[src/rtl/sphs_pkg.sv]
package sphs_pkg;
  localparam int INSN_W = 16;
  localparam logic [5:0] OPC_STORE  = 6'b010110;
  localparam logic [2:0] OPC_PREFIX = 3'b110;

  typedef enum logic [1:0] {ST_IDLE, ST_EXEC, ST_WRITE, ST_FAULT} st_e;

  function automatic logic is_store(input logic [INSN_W-1:0] w);
    return w[15:10] == OPC_STORE;
  endfunction

  function automatic logic is_prefix(input logic [INSN_W-1:0] w);
    return w[15:13] == OPC_PREFIX;
  endfunction
endpackage

[src/rtl/sphs_prefix_track.sv]
module sphs_prefix_track #(
  parameter int PFW = 13
) (
  input  logic           clk,
  input  logic           rst_n,
  input  logic           take_i,
  input  logic           pfx_i,
  input  logic [PFW-1:0] field_i,
  output logic [1:0]     cnt_o,
  output logic [PFW-1:0] hi_o,
  output logic [PFW-1:0] lo_o
);
  always_ff @(posedge clk) begin
    if (!rst_n) begin
      cnt_o <= 2'd0;
      hi_o  <= '0;
      lo_o  <= '0;
    end else if (take_i) begin
      if (pfx_i) begin
        hi_o  <= lo_o;
        lo_o  <= field_i;
        cnt_o <= (cnt_o == 2'd2) ? 2'd2 : cnt_o + 2'd1;
      end else begin
        cnt_o <= 2'd0;
      end
    end
  end

  assert_cnt_range_R5: assert property (@(posedge clk) disable iff (!rst_n)
    cnt_o != 2'd3);
  assert_oldest_drop_R5: assert property (@(posedge clk) disable iff (!rst_n)
    (take_i && pfx_i && cnt_o == 2'd2) |=> (cnt_o == 2'd2 && hi_o == $past(lo_o)));
  assert_history_clear_R6: assert property (@(posedge clk) disable iff (!rst_n)
    (take_i && !pfx_i) |=> (cnt_o == 2'd0));
endmodule

[src/rtl/sphs_addr_gen.sv]
module sphs_addr_gen #(
  parameter int AW   = 32,
  parameter int IMMW = 6,
  parameter int PFW  = 13
) (
  input  logic [AW-1:0]   sp_i,
  input  logic [IMMW-1:0] imm_i,
  input  logic [1:0]      cnt_i,
  input  logic [PFW-1:0]  hi_i,
  input  logic [PFW-1:0]  lo_i,
  output logic [AW-1:0]   addr_o,
  output logic            odd_o
);
  localparam int ONE_W = PFW + IMMW;
  localparam int TWO_W = 2 * PFW + IMMW;

  logic [AW-1:0] disp;

  always_comb begin
    unique case (cnt_i)
      2'd0:    disp = AW'({imm_i, 1'b0});
      2'd1:    disp = AW'(ONE_W'({lo_i, imm_i}));
      default: disp = AW'(TWO_W'({hi_i, lo_i, imm_i}));
    endcase
    addr_o = sp_i + disp;
    odd_o  = (cnt_i != 2'd0) && imm_i[0];
  end
endmodule

[src/rtl/sphs_store_core.sv]
module sphs_store_core import sphs_pkg::*; #(
  parameter int AW  = 32,
  parameter int DW  = 32,
  parameter int HW  = 16,
  parameter int RIW = 4
) (
  input  logic            clk,
  input  logic            rst_n,
  input  logic            go_i,
  input  logic [AW-1:0]   addr_i,
  input  logic            odd_i,
  input  logic [RIW-1:0]  idx_i,
  output logic            idle_o,
  output logic [RIW-1:0]  rf_raddr,
  input  logic [DW-1:0]   rf_rdata,
  output logic            wr_valid,
  input  logic            wr_ready,
  output logic [AW-1:0]   wr_addr,
  output logic [DW-1:0]   wr_data,
  output logic [DW/HW-1:0] wr_hsel,
  output logic            busy,
  output logic            misalign
);
  localparam int LANES = DW / HW;
  localparam int LSB   = $clog2(HW / 8);
  localparam int LSEL  = (LANES > 1) ? $clog2(LANES) : 1;

  st_e           state;
  logic [AW-1:0] addr_r;
  logic          odd_r;
  logic [RIW-1:0] idx_r;
  logic [HW-1:0] data_r;
  logic          unused_rf_hi;

  assign unused_rf_hi = ^rf_rdata;

  always_ff @(posedge clk) begin
    if (!rst_n) begin
      state  <= ST_IDLE;
      addr_r <= '0;
      odd_r  <= 1'b0;
      idx_r  <= '0;
      data_r <= '0;
    end else begin
      unique case (state)
        ST_IDLE: if (go_i) begin
          addr_r <= addr_i;
          odd_r  <= odd_i;
          idx_r  <= idx_i;
          state  <= ST_EXEC;
        end
        ST_EXEC: begin
          data_r <= rf_rdata[HW-1:0];
          state  <= odd_r ? ST_FAULT : ST_WRITE;
        end
        ST_WRITE: if (wr_ready) state <= ST_IDLE;
        default:  state <= ST_IDLE;
      endcase
    end
  end

  assign idle_o   = (state == ST_IDLE);
  assign busy     = (state == ST_EXEC);
  assign wr_valid = (state == ST_WRITE);
  assign misalign = (state == ST_FAULT);
  assign rf_raddr = idx_r;
  assign wr_addr  = addr_r;

  generate
    for (genvar g = 0; g < LANES; g++) begin : g_lane
      assign wr_data[g*HW +: HW] = data_r;
    end
    if (LANES > 1) begin : g_sel
      assign wr_hsel = LANES'(1) << addr_r[LSB +: LSEL];
    end else begin : g_one
      assign wr_hsel = 1'b1;
    end
  endgenerate

  assert_second_cycle_R8: assert property (@(posedge clk) disable iff (!rst_n)
    busy |=> (wr_valid || misalign));
  assert_hold_R9: assert property (@(posedge clk) disable iff (!rst_n)
    (wr_valid && !wr_ready) |=> (wr_valid && $stable(wr_addr) && $stable(wr_data) && $stable(wr_hsel)));
  assert_hsel_one_R7: assert property (@(posedge clk) disable iff (!rst_n)
    wr_valid |-> ($countones(wr_hsel) == 1));
  assert_fault_pulse_R10: assert property (@(posedge clk) disable iff (!rst_n)
    misalign |=> (!misalign && !wr_valid && idle_o));
endmodule

[src/rtl/sphs_store_unit.sv]
module sphs_store_unit import sphs_pkg::*; #(
  parameter int AW   = 32,
  parameter int DW   = 32,
  parameter int HW   = 16,
  parameter int NREG = 16,
  parameter int PFW  = 13,
  parameter int IMMW = 6
) (
  input  logic                   clk,
  input  logic                   rst_n,
  input  logic                   ins_valid,
  output logic                   ins_ready,
  input  logic [INSN_W-1:0]      ins_word,
  input  logic [AW-1:0]          sp_val,
  output logic [$clog2(NREG)-1:0] rf_raddr,
  input  logic [DW-1:0]          rf_rdata,
  output logic                   wr_valid,
  input  logic                   wr_ready,
  output logic [AW-1:0]          wr_addr,
  output logic [DW-1:0]          wr_data,
  output logic [DW/HW-1:0]       wr_hsel,
  output logic                   busy,
  output logic                   misalign
);
  localparam int RIW = $clog2(NREG);

  logic           take, pfx, st, idle;
  logic [1:0]     cnt;
  logic [PFW-1:0] hi, lo;
  logic [AW-1:0]  ea;
  logic           odd;

  assign take      = ins_valid && ins_ready;
  assign pfx       = is_prefix(ins_word);
  assign st        = is_store(ins_word);
  assign ins_ready = idle;

  sphs_prefix_track #(.PFW(PFW)) u_pfx (
    .clk(clk), .rst_n(rst_n), .take_i(take), .pfx_i(pfx),
    .field_i(ins_word[PFW-1:0]), .cnt_o(cnt), .hi_o(hi), .lo_o(lo)
  );

  sphs_addr_gen #(.AW(AW), .IMMW(IMMW), .PFW(PFW)) u_ea (
    .sp_i(sp_val), .imm_i(ins_word[RIW +: IMMW]), .cnt_i(cnt),
    .hi_i(hi), .lo_i(lo), .addr_o(ea), .odd_o(odd)
  );

  sphs_store_core #(.AW(AW), .DW(DW), .HW(HW), .RIW(RIW)) u_core (
    .clk(clk), .rst_n(rst_n), .go_i(take && st), .addr_i(ea), .odd_i(odd),
    .idx_i(ins_word[RIW-1:0]), .idle_o(idle), .rf_raddr(rf_raddr),
    .rf_rdata(rf_rdata), .wr_valid(wr_valid), .wr_ready(wr_ready),
    .wr_addr(wr_addr), .wr_data(wr_data), .wr_hsel(wr_hsel),
    .busy(busy), .misalign(misalign)
  );

  assert_take_busy_R8: assert property (@(posedge clk) disable iff (!rst_n)
    (take && st) |=> (busy && !ins_ready));
  assert_stall_R9: assert property (@(posedge clk) disable iff (!rst_n)
    (wr_valid && !wr_ready) |-> !ins_ready);
endmodule

[config.mk]
export PLATFORM = sky130hd
export DESIGN_NAME = sphs_store_unit
export DESIGN_NICKNAME = d
export VERILOG_FILES = /design/src/rtl/sphs_pkg.sv /design/src/rtl/sphs_prefix_track.sv /design/src/rtl/sphs_addr_gen.sv /design/src/rtl/sphs_store_core.sv /design/src/rtl/sphs_store_unit.sv
export SDC_FILE = /design/constraint.sdc
export NUM_CORES = 1
export LEC_CHECK = 0
export ABC_AREA = 1
export ABC_CLOCK_PERIOD_IN_PS = 6900
export BUFFER_PORTS_ARGS = -buffer_cell sky130_fd_sc_hd__buf_2
export CELL_PAD_IN_SITES_DETAIL_PLACEMENT = 0
export CELL_PAD_IN_SITES_GLOBAL_PLACEMENT = 1
export CORE_MARGIN = 2
export CORE_UTILIZATION = 39
export CTS_CLUSTER_SIZE = 12
export DETAILED_ROUTE_END_ITERATION = 7
export GPL_TIMING_DRIVEN = 0
export PLACE_DENSITY = 0.95
export SETUP_SLACK_MARGIN = 0.4
export SLEW_MARGIN = 30
export SYNTH_ARGS = -nofsm -noshare
export SYNTH_HDL_FRONTEND = slang
export SYNTH_SLANG_ARGS = --single-unit
export TNS_END_PERCENT = 50
[constraint.sdc]
create_clock -name clk -period 6.9 [get_ports clk]
set_clock_uncertainty 0.05 [all_clocks]
set_input_delay 0.345 -clock clk [delete_from_list [all_inputs] [get_ports clk]]
set_output_delay 0.345 -clock clk [all_outputs]
set_load 0.005 [all_outputs]
==> flow_metrics.env <==
export IMPL_switching_power_w=0.000336
export IMPL_final_nets=1238
export IMPL_drt_iter0_drc=352
export IMPL_cp_arrival_ns=3.88
export IMPL_core_sq_mm=0.0146
export IMPL_hold_violations=0
export IMPL_synthesis_area_sq_mm=0.00588
export IMPL_numPortBuffers=140
export IMPL_dr_max_layer_used="met4"
export IMPL_setup_viol=0
export IMPL_cap_viol_max_count=0
export IMPL_dp_slack_ns=3.27
export IMPL_hp_class="input pin to flop"
export IMPL_power_frac_seq_pct=41.7
export IMPL_remaining_drc_errors=0
export IMPL_synthDistinctLibCells=34
export IMPL_crit_path_frequent_cell="nand2_1"
export IMPL_ir_drop_v=0.000124
export IMPL_grt_overflow=0
export IMPL_drt_wl_total_mm=17.6
export IMPL_status="finished clean"
export IMPL_post_route_min_period_ns=3.63
export IMPL_postCtsSetupBuffers=0
export IMPL_hpwl_mm=14.2
export IMPL_syn_nets=1087
export IMPL_ant_nets=0
export IMPL_clkTransAtPathRegs_ns=0.07
export IMPL_diodes=0
export IMPL_power_density_mw_per_mm2=167
export IMPL_cts_resized=0
export IMPL_vias_per_cell=4.65
export IMPL_die_h_um=127
export IMPL_yosysMostFrequentCell="nand2_1"
export IMPL_swShare_pct=28.2
export IMPL_min_period_over_period_pct=52.7
export IMPL_clock_path_buffers=2
export IMPL_die_x_um=127
export IMPL_ys_ff_latch=83
export IMPL_synth_edff_count=0
export IMPL_p_int_w=0.000855
export IMPL_cp_cell_sequence="clkbuf_1 -> inv_1 -> ha_1 -> nor2_1 -> clkbuf_1 -> nor2_1 -> ha_1 -> nand2_1 -> nand2_1 -> a21oi_1 -> nand3_1 -> nand2_1 -> inv_1 -> o21ai_0 -> nand2_1 -> inv_1"
export IMPL_relSlewSlack_pct=59.5
export IMPL_wl_per_cell_um=13.4
export IMPL_grt_pass1_vias=5630
export IMPL_synth_seq_area_share_pct=28.3
export IMPL_cts_buffers=9
export IMPL_crit_fanout=10
export IMPL_cts_tree="built"
export IMPL_netlist_instances=968
export IMPL_cts_root_buf="clkbuf_16"
export IMPL_yosysTopAreaCell="dfxtp_1"
export IMPL_die_area_sq_mm=0.0161
export IMPL_design_portCount=158
export IMPL_drive_gt1_share_pct=17.8
export IMPL_wl_met3_mm=1.20
export IMPL_rsz0062_at_grt="no"
export IMPL_drtPass1Iterations=5
export IMPL_fmax_mhz=275
export IMPL_setup_ws_ns=3.27
export IMPL_critical_path_class="flop to flop"
export IMPL_p_leak_nw=4.25
export IMPL_clock_sinks=83
export IMPL_initial_core_util_pct=40.1
export IMPL_cp_start_kind="flop"
export IMPL_end_kind="flop"
export IMPL_synth_main_ff_cell="dfxtp_1"
export IMPL_nFillCells=1584
export IMPL_rrSetupSlack_ns=3.27
export IMPL_pwr_share_clk_pct=43.8
export IMPL_core_rowCount=44
export IMPL_hold_buffers=0
export IMPL_met2_length_mm=7.97
export IMPL_num_vias=6088
export IMPL_ys_top_cells_by_area="dfxtp_1 28%, nand2_1 16%, inv_1 12%"
export IMPL_setup_tns_ns=0
export IMPL_avgSynthCellArea_sq_um=6.07
export IMPL_slowest_stage="dfxtp_1"
export IMPL_pwr_share_comb_pct=14.5
export IMPL_clock_latency_ns=0.35
export IMPL_grt_pass1_wl_mm=27.8
export IMPL_slew_viol_final=0
export IMPL_grt_use_total_pct=22.0
export IMPL_critPathRequiredTime_ns=7.14
export IMPL_max_stage_delay_ns=0.41
export IMPL_worst_pin_slew_ns=0.607
export IMPL_synth_warnings=0
export IMPL_syn2layout_area_growth_pct=21.2
export IMPL_grt_max_degree=17
export IMPL_synth_top_cell_area_share_pct=28.3
export IMPL_wl_met1_mm=8.09
export IMPL_antenna_found_initial=0
export IMPL_cts_max_level=3
export IMPL_gp_congestion=0.965
export IMPL_path_buf_inv=5
export IMPL_synth_async_reset_ratio_pct=0
export IMPL_crit_family="simple AND/OR/NAND/NOR gates"
export IMPL_yosys_top_cells_count="257 x nand2_1, 184 x inv_1, 157 x nor2_1, 83 x dfxtp_1, 58 x o21ai_0"
[cell usage in the layout, fill, tap and decap left out, types with 2 or more instances in the layout]
master     count
nor2_1       157
a21oi_1       53
buf_6          4
buf_12         2
nor2_4         2
nor2_2         5
inv_6          3
xor2_1        11
clkbuf_1      12
and2_1         2
buf_2        145
dfxtp_1       83
clkbuf_16      9
buf_4         18
nor3_1         3
o21ai_1        5
ha_1          34
o21ai_0       58
o21bai_1       4
nand2_1      257
inv_1        184
a22oi_1        2
nand3_4        2
xnor2_1        3
nand3_1       44
a32o_1         5
nand4_1        3
inv_4          2
[worst min-delay path: stages]
cell,delay [ns]
buf_2,0.08
nor2_1,0.03
nor2_1,0.08
[final timing paths]
path                  startpoint            endpoint  cells after the start
setup / recovery  u_pfx.cnt_o[1]  u_core.wr_addr[12]                     16
hold / removal      rf_rdata[12]   u_core.data_r[12]                      3
setup reg to reg  u_pfx.cnt_o[1]  u_core.wr_addr[12]                     16
hold reg to reg     u_core.odd_r        u_core.odd_r                      2
[kinds of logic after synthesis]
group / after synthesis / share of synthesized area [%]
and+or+nand+nor: 477 / 33.1
buffers and inverters: 229 / 17.0
AOI/OAI and AO/OA: 130 / 12.0
DFF: 83 / 28.3
adders and majority gates: 35 / 7.58
xor gates and xnor gates: 14 / 2.09
[registers in the layout (all words and copies together), names as in the netlist]
register and count:
u_core.data_r 16, u_core.odd_r 1, u_core.rf_raddr 4, u_core.state 2, u_core.wr_addr 32, u_pfx.cnt_o 2, u_pfx.hi_o 13, u_pfx.lo_o 13
[stage by stage]
stage / cell area (sq um) / instances / hold slack [ns] / utilization (%) / total power (W)
final: 7120 / 1308 / 0.163 / 48.7 / 0.00119
after global routing: 7120 / 1308 / 0.167 / 48.7 / 0.00124
after CTS: 7120 / 1308 / 0.151 / 48.7 / 0.00120
after detailed placement: 6810 / 1292 / 0.411 / 46.5 / 0.000679
after global placement: 6810 / 1292 / 0.410 / 46.5 / 0.000677
after floorplan: 5880 / 968 / 0.395 / - / 0.000615
[power groups by stage]
stage          logic (W)  registers, W  clock network (W)
3_3_place_gp    0.000170      0.000507                  0
5_1_grt         0.000195      0.000497           0.000552
6_report        0.000173      0.000496           0.000522
3_5_place_dp    0.000172      0.000507                  0
2_1_floorplan   0.000109      0.000506                  0
4_1_cts         0.000173      0.000496           0.000535
[final cells by class]
| class | count | area, sq um | share of cell area, % |
|---|---|---|---|
| multi-input combinational | 656 | 3220 | 45.1 |
| tap | 184 | 230 | 3.23 |
| clock inverter | 6 | 76.3 | 1.07 |
| timing repair buffer | 140 | 701 | 9.83 |
| buffer | 41 | 290 | 4.07 |
| clock buffer | 10 | 239 | 3.35 |
| inverter | 188 | 711 | 9.98 |
| sequential | 83 | 1660 | 23.3 |
[per-layer routing]
layer | track usage (%) | vias to the layer above
met5 | 0 | -
met4 | 6.27 | 0
met3 | 4.51 | 19
met2 | 37.2 | 173
met1 | 28.6 | 2654
li1 | - | 3242
Power figures use the tool's default switching activity.
